File: src/rtl/vliw3_core.sv
module vliw3_core (
  input  logic        clk,
  input  logic        rst_n,
  output logic [7:0]  imem_addr,
  input  logic [44:0] imem_line,
  input  logic [7:0]  sw_in,
  output logic [7:0]  disp_out
);
  localparam int NSLOT = 3;
  localparam int IW    = 15;
  localparam int LW    = NSLOT * IW;
  localparam int NREG  = 8;

  localparam logic [3:0] OP_MOV = 4'd1, OP_ADD = 4'd2, OP_AND = 4'd3, OP_LDI = 4'd4,
                         OP_JMP = 4'd5, OP_INV = 4'd8, OP_OUT = 4'd9, OP_IN  = 4'd10,
                         OP_SHR = 4'd11, OP_SHL = 4'd12, OP_SRA = 4'd13, OP_ISZ = 4'd15;

  logic [7:0]    pc, disp;
  logic [LW-1:0] ir;
  logic [IW-1:0] ir_slot [NSLOT];
  logic [IW-1:0] of_ins  [NSLOT];
  logic [7:0]    of_a    [NSLOT];
  logic [7:0]    of_b    [NSLOT];
  logic [7:0]    x_val   [NSLOT];
  logic [2:0]    x_tgt   [NSLOT];
  logic          x_en    [NSLOT];
  logic [3:0]    ex_op   [NSLOT];
  logic          ex_en   [NSLOT];
  logic [2:0]    ex_tgt  [NSLOT];
  logic [7:0]    ex_val  [NSLOT];
  logic [7:0]    regs    [NREG];
  logic [7:0]    pred;
  logic          jmp_take;
  logic [7:0]    jmp_tgt;

  function automatic logic [7:0] alu(input logic [3:0] op, input logic [7:0] a,
                                     input logic [7:0] b, input logic [7:0] imm,
                                     input logic [7:0] sw);
    logic [7:0] r;
    case (op)
      OP_MOV, OP_OUT: r = a;
      OP_ADD:         r = a + b;
      OP_AND:         r = a & b;
      OP_LDI, OP_JMP: r = imm;
      OP_INV:         r = ~a;
      OP_IN:          r = sw;
      OP_SHR:         r = {1'b0, a[7:1]};
      OP_SHL:         r = {a[6:0], 1'b0};
      OP_SRA:         r = {a[7], a[7:1]};
      OP_ISZ:         r = {7'd0, a == 8'd0};
      default:        r = 8'd0;
    endcase
    return r;
  endfunction

  function automatic logic writes_reg(input logic [3:0] op);
    return op inside {OP_MOV, OP_ADD, OP_AND, OP_LDI, OP_INV, OP_IN, OP_SHR, OP_SHL, OP_SRA};
  endfunction

  assign imem_addr = pc;
  assign disp_out  = disp;

  // fetch
  always_ff @(posedge clk or negedge rst_n) begin
    if (!rst_n) begin
      pc <= '0;
      ir <= '0;
    end else begin
      ir <= imem_line;
      pc <= jmp_take ? jmp_tgt : pc + 8'd1;
    end
  end

  always_comb
    for (int s = 0; s < NSLOT; s++) ir_slot[s] = ir[LW-1-IW*s -: IW];

  // operand read: both register fields, always
  always_ff @(posedge clk or negedge rst_n) begin
    if (!rst_n) begin
      for (int s = 0; s < NSLOT; s++) begin
        of_ins[s] <= '0;
        of_a[s]   <= '0;
        of_b[s]   <= '0;
      end
    end else begin
      for (int s = 0; s < NSLOT; s++) begin
        of_ins[s] <= ir_slot[s];
        of_a[s]   <= regs[ir_slot[s][7:5]];
        of_b[s]   <= regs[ir_slot[s][4:2]];
      end
    end
  end

  // execute: result, target and predicate per slot
  always_comb begin
    for (int s = 0; s < NSLOT; s++) begin
      x_val[s] = alu(of_ins[s][14:11], of_a[s], of_b[s], of_ins[s][7:0], sw_in);
      x_tgt[s] = (of_ins[s][14:11] == OP_LDI) ? 3'd0 : of_ins[s][4:2];
      x_en[s]  = (of_ins[s][10:8] == 3'd0) || pred[of_ins[s][10:8]];
    end
  end

  always_ff @(posedge clk or negedge rst_n) begin
    if (!rst_n) begin
      for (int s = 0; s < NSLOT; s++) begin
        ex_op[s]  <= '0;
        ex_en[s]  <= 1'b0;
        ex_tgt[s] <= '0;
        ex_val[s] <= '0;
      end
    end else begin
      for (int s = 0; s < NSLOT; s++) begin
        ex_op[s]  <= of_ins[s][14:11];
        ex_en[s]  <= x_en[s];
        ex_tgt[s] <= x_tgt[s];
        ex_val[s] <= x_val[s];
      end
    end
  end

  // commit: later slots overwrite earlier ones
  always_ff @(posedge clk or negedge rst_n) begin
    if (!rst_n) begin
      for (int i = 0; i < NREG; i++) regs[i] <= '0;
      pred <= '0;
      disp <= '0;
    end else begin
      for (int s = 0; s < NSLOT; s++) begin
        if (ex_en[s]) begin
          if (writes_reg(ex_op[s])) regs[ex_tgt[s]] <= ex_val[s];
          if (ex_op[s] == OP_OUT) disp <= ex_val[s];
          if (ex_op[s] == OP_ISZ && ex_tgt[s] != 3'd0) pred[ex_tgt[s]] <= ex_val[s][0];
        end
      end
    end
  end

  // jump: lowest slot wins
  always_comb begin
    jmp_take = 1'b0;
    jmp_tgt  = '0;
    for (int s = NSLOT - 1; s >= 0; s--) begin
      if (ex_en[s] && ex_op[s] == OP_JMP) begin
        jmp_take = 1'b1;
        jmp_tgt  = ex_val[s];
      end
    end
  end
endmodule

File: config.mk
export PLATFORM = sky130hd
export DESIGN_NAME = vliw3_core
export DESIGN_NICKNAME = d
export VERILOG_FILES = /design/src/rtl/vliw3_core.sv
export SDC_FILE = /design/constraint.sdc
export NUM_CORES = 1
export LEC_CHECK = 0
export CORE_ASPECT_RATIO = 0.8
export CORE_MARGIN = 2
export CORE_UTILIZATION = 48
export DETAILED_ROUTE_END_ITERATION = 12
export PLACE_DENSITY = 0.66
export SLEW_MARGIN = 20
export SYNTH_ARGS = -nofsm -noshare
export SYNTH_HDL_FRONTEND = slang
export SYNTH_SLANG_ARGS = --single-unit
File: constraint.sdc
create_clock -name clk -period 5.24 [get_ports clk]
set_input_delay 0.786 -clock clk [delete_from_list [all_inputs] [get_ports clk]]
set_output_delay 0.786 -clock clk [all_outputs]
set_load 0.02 [all_outputs]
## Word-level counts from Yosys, hierarchy flattened

Cells that the tools add are included.

- Register bits after elaboration: 274
- Bits of input ports: 55
- Output and inout port bits: 16
- Logic and storage cells: 251

- Add/sub/neg operators: 4
- Magnitude comparators: 21
- Equality and inequality tests: 72
- Multiplexer cells: 73
- Bitwise operators: 15
- Reductions and logical operators: 33

Operators by type and width:

| kind | count |
|---|---|
| 2-to-1 mux 64 bit | 6 |
| 2-to-1 mux 8 bit | 31 |
| case mux 8 bit (10 select lines) | 3 |
| bitwise mux 64 bit | 3 |
| == test 4 bit, second input constant | 42 |
| binary-select mux 8 bit (select 3 bit) | 6 |
| demux 8 bit (select 3 bit) | 3 |
| == test 4 x 2 -> 1 bit, second input constant | 12 |
| == test 4 x 3 -> 1 bit, second input constant | 12 |
| >= comparator 4 bit, second input constant | 9 |
| inverter 3 -> 4 bit | 9 |
| nonzero test 9 bit | 3 |
| adder 8 bit | 3 |
| AND 8 bit | 3 |
| bitwise mux 8 bit | 3 |
| == test 4 x 1 -> 1 bit, second input constant | 6 |
| zero test 8 bit | 3 |
| < comparator 3 x 4 -> 1 bit, second input constant | 6 |
| inverter 8 bit | 3 |
| logical AND 1 bit | 12 |
| < comparator 4 x 1 -> 1 bit, second input constant | 3 |
| OR reduction 2 bit | 6 |
| binary-select mux 1 bit (select 3 bit) | 3 |
| demux 1 bit (select 3 bit) | 3 |
| other kinds (7) | 25 |

## Depth between registers and ports, before layout

Gate-level depths: netlist (run 1).

- Depth after elaboration: 14
- Depth in mapped cells: 8

## Worst setup path before layout (run 1)

No wires, ideal clock.

- Kind: reg-to-reg
- Start point: register of_a[8] (netlist name)
- End point: register ex_val[12] (netlist name)
- Setup time: 126 ps
- Arrival: 1812 ps
- Setup slack: 3302 ps
- Cell stages (with the launch flop): 9
- Buffers on the path: 0
- Period minus slack after synthesis: 1938 ps
- Cells stage by stage: dfrtp_1 > ha_1 > inv_1 > fa_1 > nor2b_1 > o21ai_0 > a21boi_0 > nor2_1 > a221o_1

RTL lines:

| what | RTL line | RTL |
|---|---|---|
| from (decl) | 22 | `logic [7:0] of_a [NSLOT];` |
| from (signal, indexed assignment) | 88 | `of_a[s] <= regs[ir_slot[s][7:5]];` |
| to (signal, indexed assignment) | 116 | `ex_val[s] <= x_val[s];` |
| to (decl) | 30 | `logic [7:0] ex_val [NSLOT];` |

## Final worst setup path (run 1)

- Start point: register ex_tgt[8] (netlist name)
- End point: register regs[61] (netlist name)

- Cells in the longest elaborated chain, start to end: 14
- Elaborated cells on any way between the ends: 15
- Classes of those cells: order compare (2); mux (11); bitwise (1); reduce/logical (1)

RTL lines:

| what | RTL line | RTL |
|---|---|---|
| from (decl) | 29 | `logic [2:0] ex_tgt [NSLOT];` |
| from (signal, indexed assignment) | 115 | `ex_tgt[s] <= x_tgt[s];` |
| inverter 3 -> 4 bit (not written as such) * | 130 | `if (writes_reg(ex_op[s])) regs[ex_tgt[s]] <= ex_val[s];` |
| >= comparator 4 bit (not written as such) or < comparator 4 x 1 -> 1 bit (tied branches) | 130 |  |
| logical AND 1 bit (not written as such) | 130 |  |
| 2-to-1 mux 8 bit (not written as such) | 130 |  |
| demux 8 bit (select 3 bit) * | 130 |  |
| bitwise mux 64 bit * | 130 |  |
| 2-to-1 mux 64 bit * | 130 |  |
| 2-to-1 mux 64 bit * | 129 | `if (ex_en[s]) begin` |
| bitwise mux 64 bit | 130 |  |
| 2-to-1 mux 64 bit | 130 |  |
| 2-to-1 mux 64 bit * | 129 |  |
| bitwise mux 64 bit | 130 |  |
| 2-to-1 mux 64 bit | 130 |  |
| 2-to-1 mux 64 bit * | 129 |  |
| to (signal, indexed assignment) | 130 |  |
| to (decl) | 31 | `logic [7:0] regs [NREG];` |

Every way passes the cells marked *; elsewhere a longest branch is shown, timed or not.

==> impl_results.md, run 1 <==
* Status: finished, final reports clean
* Total power at 0.00922 W
* Max stage delay on crit path at 0.65 ns
* Clock transition at path regs at 0.06 ns
* Yosys reg bits at 273
* Setup_tns at 0 ns
* Worst Path Arrival at 2.90 ns
* RSZ-0062 raised after global routing: false
* P_int at 0.00565 W
* Period minus WS final at 2.46 ns
* Sw frac at approximately 39%
* Ys async rst share at 100%
* Initial DRC Count at 2001
* DRC at 0
* Clk_lat worst skew at 0.57 ns
* Mapped Avg Cell Area at between 10 and 15 um^2
* Die height at 169 um
* Core ar. at 0.0336 mm^2
* Number of flops mapped to enable cells by yosys at 0
* CTS Buffer Depth at 3
* FF/Latch Area at 0.00684 mm^2
* Psw at 0.00357 W
* Slew headroom at 30.1%
* # nets final at ~1500
* Setup bufs post-CTS at 0
* Worst clock skew at 0.0198 ns
* Rows at 60
* Critical Path Start: ex_tgt[8]$_DFF_PN0_
* Final Slew Violations at 0
* Pre-CTS WS at 2.69 ns
* Leak pwr at between 7 and 8 nW
* Vias in the first global route at roughly 13000
* Filler cells at approximately 2800
* Slew @ Worst Pin at 1.04 ns
* Fmax at ~400 MHz
* IO Count at between 70 and 80
* Initial antenna violation count at 1
* CTS Root Cell: clkbuf_16
* Die X-Extent at ~210 um
* CP Launch Type: flop
* Drt pass-1 iters at 7
* Met3 usage at 9.31%
* Primary FF master, synth: dfrtp_1
* Reg2reg start: ex_tgt[8]$_DFF_PN0_
* Syn Inst Count at about 1400
* Sequential share of the synthesized area at 41.9%
* Most frequent cells in the layout: dfrtp_1 (270), o21ai_0 (105), mux4_2 (99), a221oi_1 (69), clkdlybuf4s50_1 (69)
* # H-tree levels at 1
* Antenna Cells at 0
* Die area at 0.0354 mm^2
* Final period utilization at 46.9%
* IO buf count at 70
* Routed Antenna Nets at 0
* Final setup margin at approximately 2.8 ns
* Crit end category: flop
* Req. time, crit path at ~5.7 ns
* Vias at 13400
* Mapped cell area at approximately 0.016 mm^2
* Synth warn at 0
* Final setup fails at 0
* Met1 usage at around 45%
* Hold WS at 0.231 ns
* Combinational cell fraction of total power at 31.3%
* Layout cells sized above 1 at 18.1%
* CP Class: reg -> reg
* Wire length per cell at 29.4 um
* Total GRT Usage at between 30% and 40%
* Layer with the highest usage: met1
* Syn Nets at 1510
* Worst path cell trace: nor2_1 > nand3_1 > a221oi_1 > o2bb2ai_1
* CTS Sinks at 273
* Pwr Density at about 500 mW/mm^2
* Hpwl dp at 38600 um
* Largest net degree at the start of global routing at 90
* CTS tree: built
* Routed WL at 55300 um
* Multi-input logic area at ~0.0089 mm^2
* GRT Residual Overflow at 0
* Area grow syn2layout at 11.8%
* MaxCap Viol Count at 0
* Worst Path Max Fanout at 14
* Final hold vios at 0
* Layout Utilization at 54.3%
* Post-CTS resize count at 0
* Global-route wire length before repair at around 83000 um
* Peak supply drop at 0.252 mV
* Distinct cells, synth at 81
* Met2 usage at 44.7%
* Initial Util at approximately half
* Sequential group share of total power at 44.9%
* Critical Path Slowest Stage Cell: nor2_1
* GPL Wtd Cong at approximately 1.0
* Via density at 7.13
* Num CTS Buffers at 29
* Most common cell after layout, fill and taps aside: dfrtp_1
* Cts hold-fix bufs at 0
* Clock Power Share at 23.7%
* Min-delay worst type: in -> async
[power by group through the flow]
stage / registers, W / logic, W / clock network [W]
4_1_cts: 0.00399 / 0.00287 / 0.00222
5_1_grt: 0.00412 / 0.00314 / 0.00232
3_5_place_dp: 0.00402 / 0.00284 / 0
6_report: 0.00414 / 0.00289 / 0.00219
3_3_place_gp: 0.00400 / 0.00280 / 0
2_1_floorplan: 0.00325 / 0.00231 / 0
[cell usage after synthesis, types with 9 or more instances]
library cell / number / share of area (%)
o22ai_1: 11 / 0.42
nand2b_1: 14 / 0.54
xor2_1: 9 / 0.48
nor2b_1: 38 / 1.5
dfrtp_1: 273 / 42
a22oi_1: 19 / 0.88
o2bb2ai_1: 63 / 3.4
nor4_1: 12 / 0.46
o21a_1: 10 / 0.46
or4_1: 10 / 0.46
clkbuf_1: 76 / 1.8
o21ai_0: 105 / 3.2
inv_1: 23 / 0.53
buf_2: 16 / 0.49
nand2_1: 63 / 1.5
nor2_1: 64 / 1.5
mux4_2: 99 / 14
a221oi_1: 69 / 3.7
or3_1: 16 / 0.61
buf_1: 19 / 0.44
ha_1: 25 / 1.9
nor3b_1: 9 / 0.41
a21oi_1: 35 / 1.1
and2_1: 30 / 1.2
nand3_1: 32 / 0.98
nand3b_1: 15 / 0.69
mux2_2: 65 / 4.5
nor3_1: 16 / 0.49
and3_1: 21 / 0.81
mux2i_1: 30 / 1.8
[worst paths after layout]
kind | end | slack, ns | cells after the start
max in group asynchronous | of_a[11]$_DFF_PN0_ | 3.87 | 2
worst max register to register | regs[61]$_DFF_PN0_ | 2.78 | 4
worst max-delay path | regs[61]$_DFF_PN0_ | 2.78 | 4
worst min-delay path | of_ins[43]$_DFF_PN0_ | 0.23 | 1
min in group clk | of_ins[43]$_DFF_PN0_ | 0.35 | 0
worst min register to register | of_ins[43]$_DFF_PN0_ | 0.35 | 0
[metrics by stage]
step           cells  cell area, um^2
6_report        1881            18200
5_1_grt         1881            18200
4_1_cts         1880            18200
3_5_place_dp    1828            17200
3_3_place_gp    1828            17200
2_1_floorplan   1427            16300
[critical path: cells and delay by family (launching register included)]
family	cells	cell delay, ns
DFF	1	0.57
AOI/OAI and AO/OA	2	0.58
and+or+nand+nor	2	1.19
[flip-flops by register name (all words and copies together) (netlist names)]
register and cells:
disp_out 8, ex_en 3, pred 7, regs 64
ex_op 12, ir 45, of_ins 45, of_b 24
imem_addr 8, of_a 24, ex_val 24, ex_tgt 9
[per-layer routing]
metal | vias to the layer above | wire, um
met3 | 199 | 6990
met5 | - | 0
met1 | 6730 | 22800
li1 | 5583 | -
met4 | 0 | 2500
met2 | 905 | 22900
[kinds of logic (layout without fill, tap and decap cells)]
| logic type | count (synthesis) | in the layout | synth area share, % |
|---|---|---|---|
| AOI/OAI and AO/OA | 402 | 402 | 18.0 |
| DFF | 273 | 273 | 41.9 |
| xor gates and xnor gates | 13 | 13 | 0.699 |
| muxes | 194 | 194 | 20.0 |
| buffers and inverters | 135 | 155 | 3.28 |
| adders and majority gates | 28 | 28 | 2.29 |
| and+or+nand+nor | 382 | 382 | 13.8 |
[cell type report]
type | count | share of cell area, %
Clock buffer | 35 | 4.38
Clock inverter | 17 | 1.17
Inverter | 23 | 0.474
Multi-Input combinational cell | 1019 | 49.1
Sequential cell | 273 | 37.5
Tap cell | 434 | 2.98
Timing Repair Buffer | 80 | 4.38
(Power assumes the default switching activity.)
==> run 2, diff against run 1 <==
==> constraint.sdc (replaced) <==
create_clock -name clk -period 2.35 [get_ports clk]
set_input_delay 0.3525 -clock clk [delete_from_list [all_inputs] [get_ports clk]]
set_output_delay 0.3525 -clock clk [all_outputs]
set_load 0.02 [all_outputs]
==> impl_results.md, run 2 (synthesized netlist as in run 1, its figures left out) <==
* Crit end category: flop
* Clk_lat worst skew at 0.58 ns (about the same)
* Initial antenna violation count at 7 (+6)
* Total GRT Usage at 32.3% (+0.89 points)
* Worst Path Max Fanout at 14 (unchanged)
* Die height at 169 um (unchanged)
* CP Class: reg -> reg
* Wire length per cell at 29.1 um (-1.0%)
* Vias at 13600 (+1.7%)
* Max stage delay on crit path at 0.65 ns (about the same)
* Slew @ Worst Pin at 0.797 ns (-0.244 ns)
* Via density at 7.02 (-1.6%)
* Cells after DPL at 1891 (+3.4%)
* Hpwl dp at 40100 um (+3.9%)
* Final Slew Violations at 0 (unchanged)
* Vias in the first global route at 13200 (+2.6%)
* Worst path cell trace: nand2b_1 > nor4_1 > mux2_2 > mux2_2 > mux2_2
* Global-route wire length before repair at 85200 um (+3.2%)
* Top flop regs: regs (64), ir (45), of_ins (45)
* Routed Antenna Nets at 0 (unchanged)
* Total power at 0.0204 W (+120%)
* Largest net degree at the start of global routing at 70 (-22%)
* Drt pass-1 iters at 5 (-2)
* Critical Path Slowest Stage Cell: dfrtp_1
* Clock transition at path regs at 0.07 ns (about the same)
* CP bufs+invs at 0 (unchanged)
* # H-tree levels at 1 (unchanged)
* MaxCap Viol Count at 0 (unchanged)
* Max FFs per register at 64 (unchanged)
* GRT Residual Overflow at 0 (unchanged)
* Setup bufs post-CTS at 0 (unchanged)
* Peak supply drop at 0.659 mV (+160%)
* Initial DRC Count at 1916 (-4.2%)
* IO Count at 71 (unchanged)
* GPL Wtd Cong at 1.05 (+0.22%)
* Reg with most FFs: regs
* DRC at 0 (unchanged)
* Worst Path Arrival at 2.72 ns (-0.18 ns)
* Req. time, crit path at 2.81 ns (-2.88 ns)
* Critical Path Most Common Cell: mux2_2
* Top delay family on crit path: multiplexers
* CP Launch Type: flop
* Num CTS Buffers at 29 (unchanged)
* Initial Util at 48.6% (unchanged)
* # nets final at 1572 (+4.2%)
* Final std cells w/o fill at 1944 (+3.3%)
* Layout cells sized above 1 at 20.9% (+2.8 points)
* Most common cell after layout, fill and taps aside: dfrtp_1
* Routed WL at 56500 um (+2.3%)
* Worst clock skew at 0.0153 ns (-0.00449 ns)
* Fmax at 441 MHz (+8.3%)
* Layout Utilization at 55.6% (+1.3 points)
* Slew headroom at 46.8% (+17 points)
* CTS tree: built
* Final hold vios at 0 (unchanged)
* Final setup fails at 0 (unchanged)
* Setup_tns at 0 ns (unchanged)
* CTS Sinks at 273 (unchanged)
* Final period utilization at 96.5% (+50 points)
* Die area at 0.0354 mm^2 (unchanged)
* Period minus WS final at 2.27 ns (-0.188 ns)
* IO buf count at 70 (unchanged)
* Rows at 60 (unchanged)
* Reg2reg setup slack at 0.08 ns (-2.70 ns)
* Hold WS at 0.217 ns (-0.0143 ns)
* Leak pwr at 7.53 nW (+4.1%)
* Min-delay worst type: in -> reg
* CTS Root Cell: clkbuf_16
* Pwr Density at 1100 mW/mm^2 (+120%)
* Die X-Extent at 210 um (unchanged)
* RSZ-0062 raised after global routing: true
* Status: finished, final reports clean
* Core ar. at 0.0336 mm^2 (unchanged)
* Area grow syn2layout at 14.5%
* CTS Buffer Depth at 3 (unchanged)
* Most frequent cells in the layout: dfrtp_1 (273), o21ai_0 (105), mux4_2 (99), a221oi_1 (69), clkdlybuf4s50_1 (69)
-- run 2: cell types whose count changed in the layout (fill, tap and decap cells not counted), moves of 2 or more --
cell	change
dfrtp_2	-3
clkbuf_8	-2
dfrtp_1	+3
bufinv_16	-2
clkinvlp_4	-2
buf_4	+59
clkbuf_1	+3
buf_12	+4
and2_1	+2
and2_2	-2
diode_2	+2
-- run 2: final cells by class --
class / count / area, um^2
diodes: 2 / 5.00
clock buffers: 36 / 782
clock inverters: 14 / 146
fillers: 2856 / 14900
inverters: 23 / 86.3
multi-input cells: 1019 / 8950
flip-flops and latches: 273 / 6830
well taps: 434 / 543
repair buffers: 143 / 1320
-- run 2: per-layer routing --
layer / up-vias / GRT usage (%) / wire length, um
li1: 5718 / - / -
met1: 6807 / 46.0 / 22500
met2: 962 / 45.9 / 23600
met3: 155 / 11.4 / 8140
met4: 4 / 10.8 / 2240
met5: - / 0 / 23
-- run 2: what timing repair did --
action	CTS	global route
setup endpoints to repair	0	10
gates resized for setup	0	3
hold endpoints to repair	63	0
hold buffers	1	0
-- run 2: metrics by stage --
| stage | worst slack (ns) | instance area, um^2 |
|---|---|---|
| after CTS | 0.0481 | 18600 |
| final | 0.0815 | 18700 |
| after global placement | 0.142 | 17700 |
| after global routing | 0.0119 | 18700 |
| after detailed placement | 0.116 | 17700 |
| after floorplan | 0.412 | 16300 |
-- run 2: path summary, 6_finish.rpt --
check                                    startpoint                  end  cells past startpoint
min in group asynchronous                     rst_n     ir[26]$_DFF_PN0_                      2
max in group asynchronous                     rst_n   regs[32]$_DFF_PN0_                      3
worst min-delay path                  imem_line[25]     ir[25]$_DFF_PN0_                      1
worst max register to register  ex_tgt[7]$_DFF_PN0_    pred[2]$_DFF_PN0_                      5
worst max-delay path            ex_tgt[7]$_DFF_PN0_    pred[2]$_DFF_PN0_                      5
worst min register to register      ir[9]$_DFF_PN0_  of_ins[9]$_DFF_PN0_                      0
-- run 2: where the power goes --
group	internal [W]	total [W]	switching [W]
combinational	0.00391	0.00681	0.00290
sequential	0.00594	0.00903	0.00309
clock	0.00258	0.00460	0.00202
total	0.0124	0.0204	0.00801
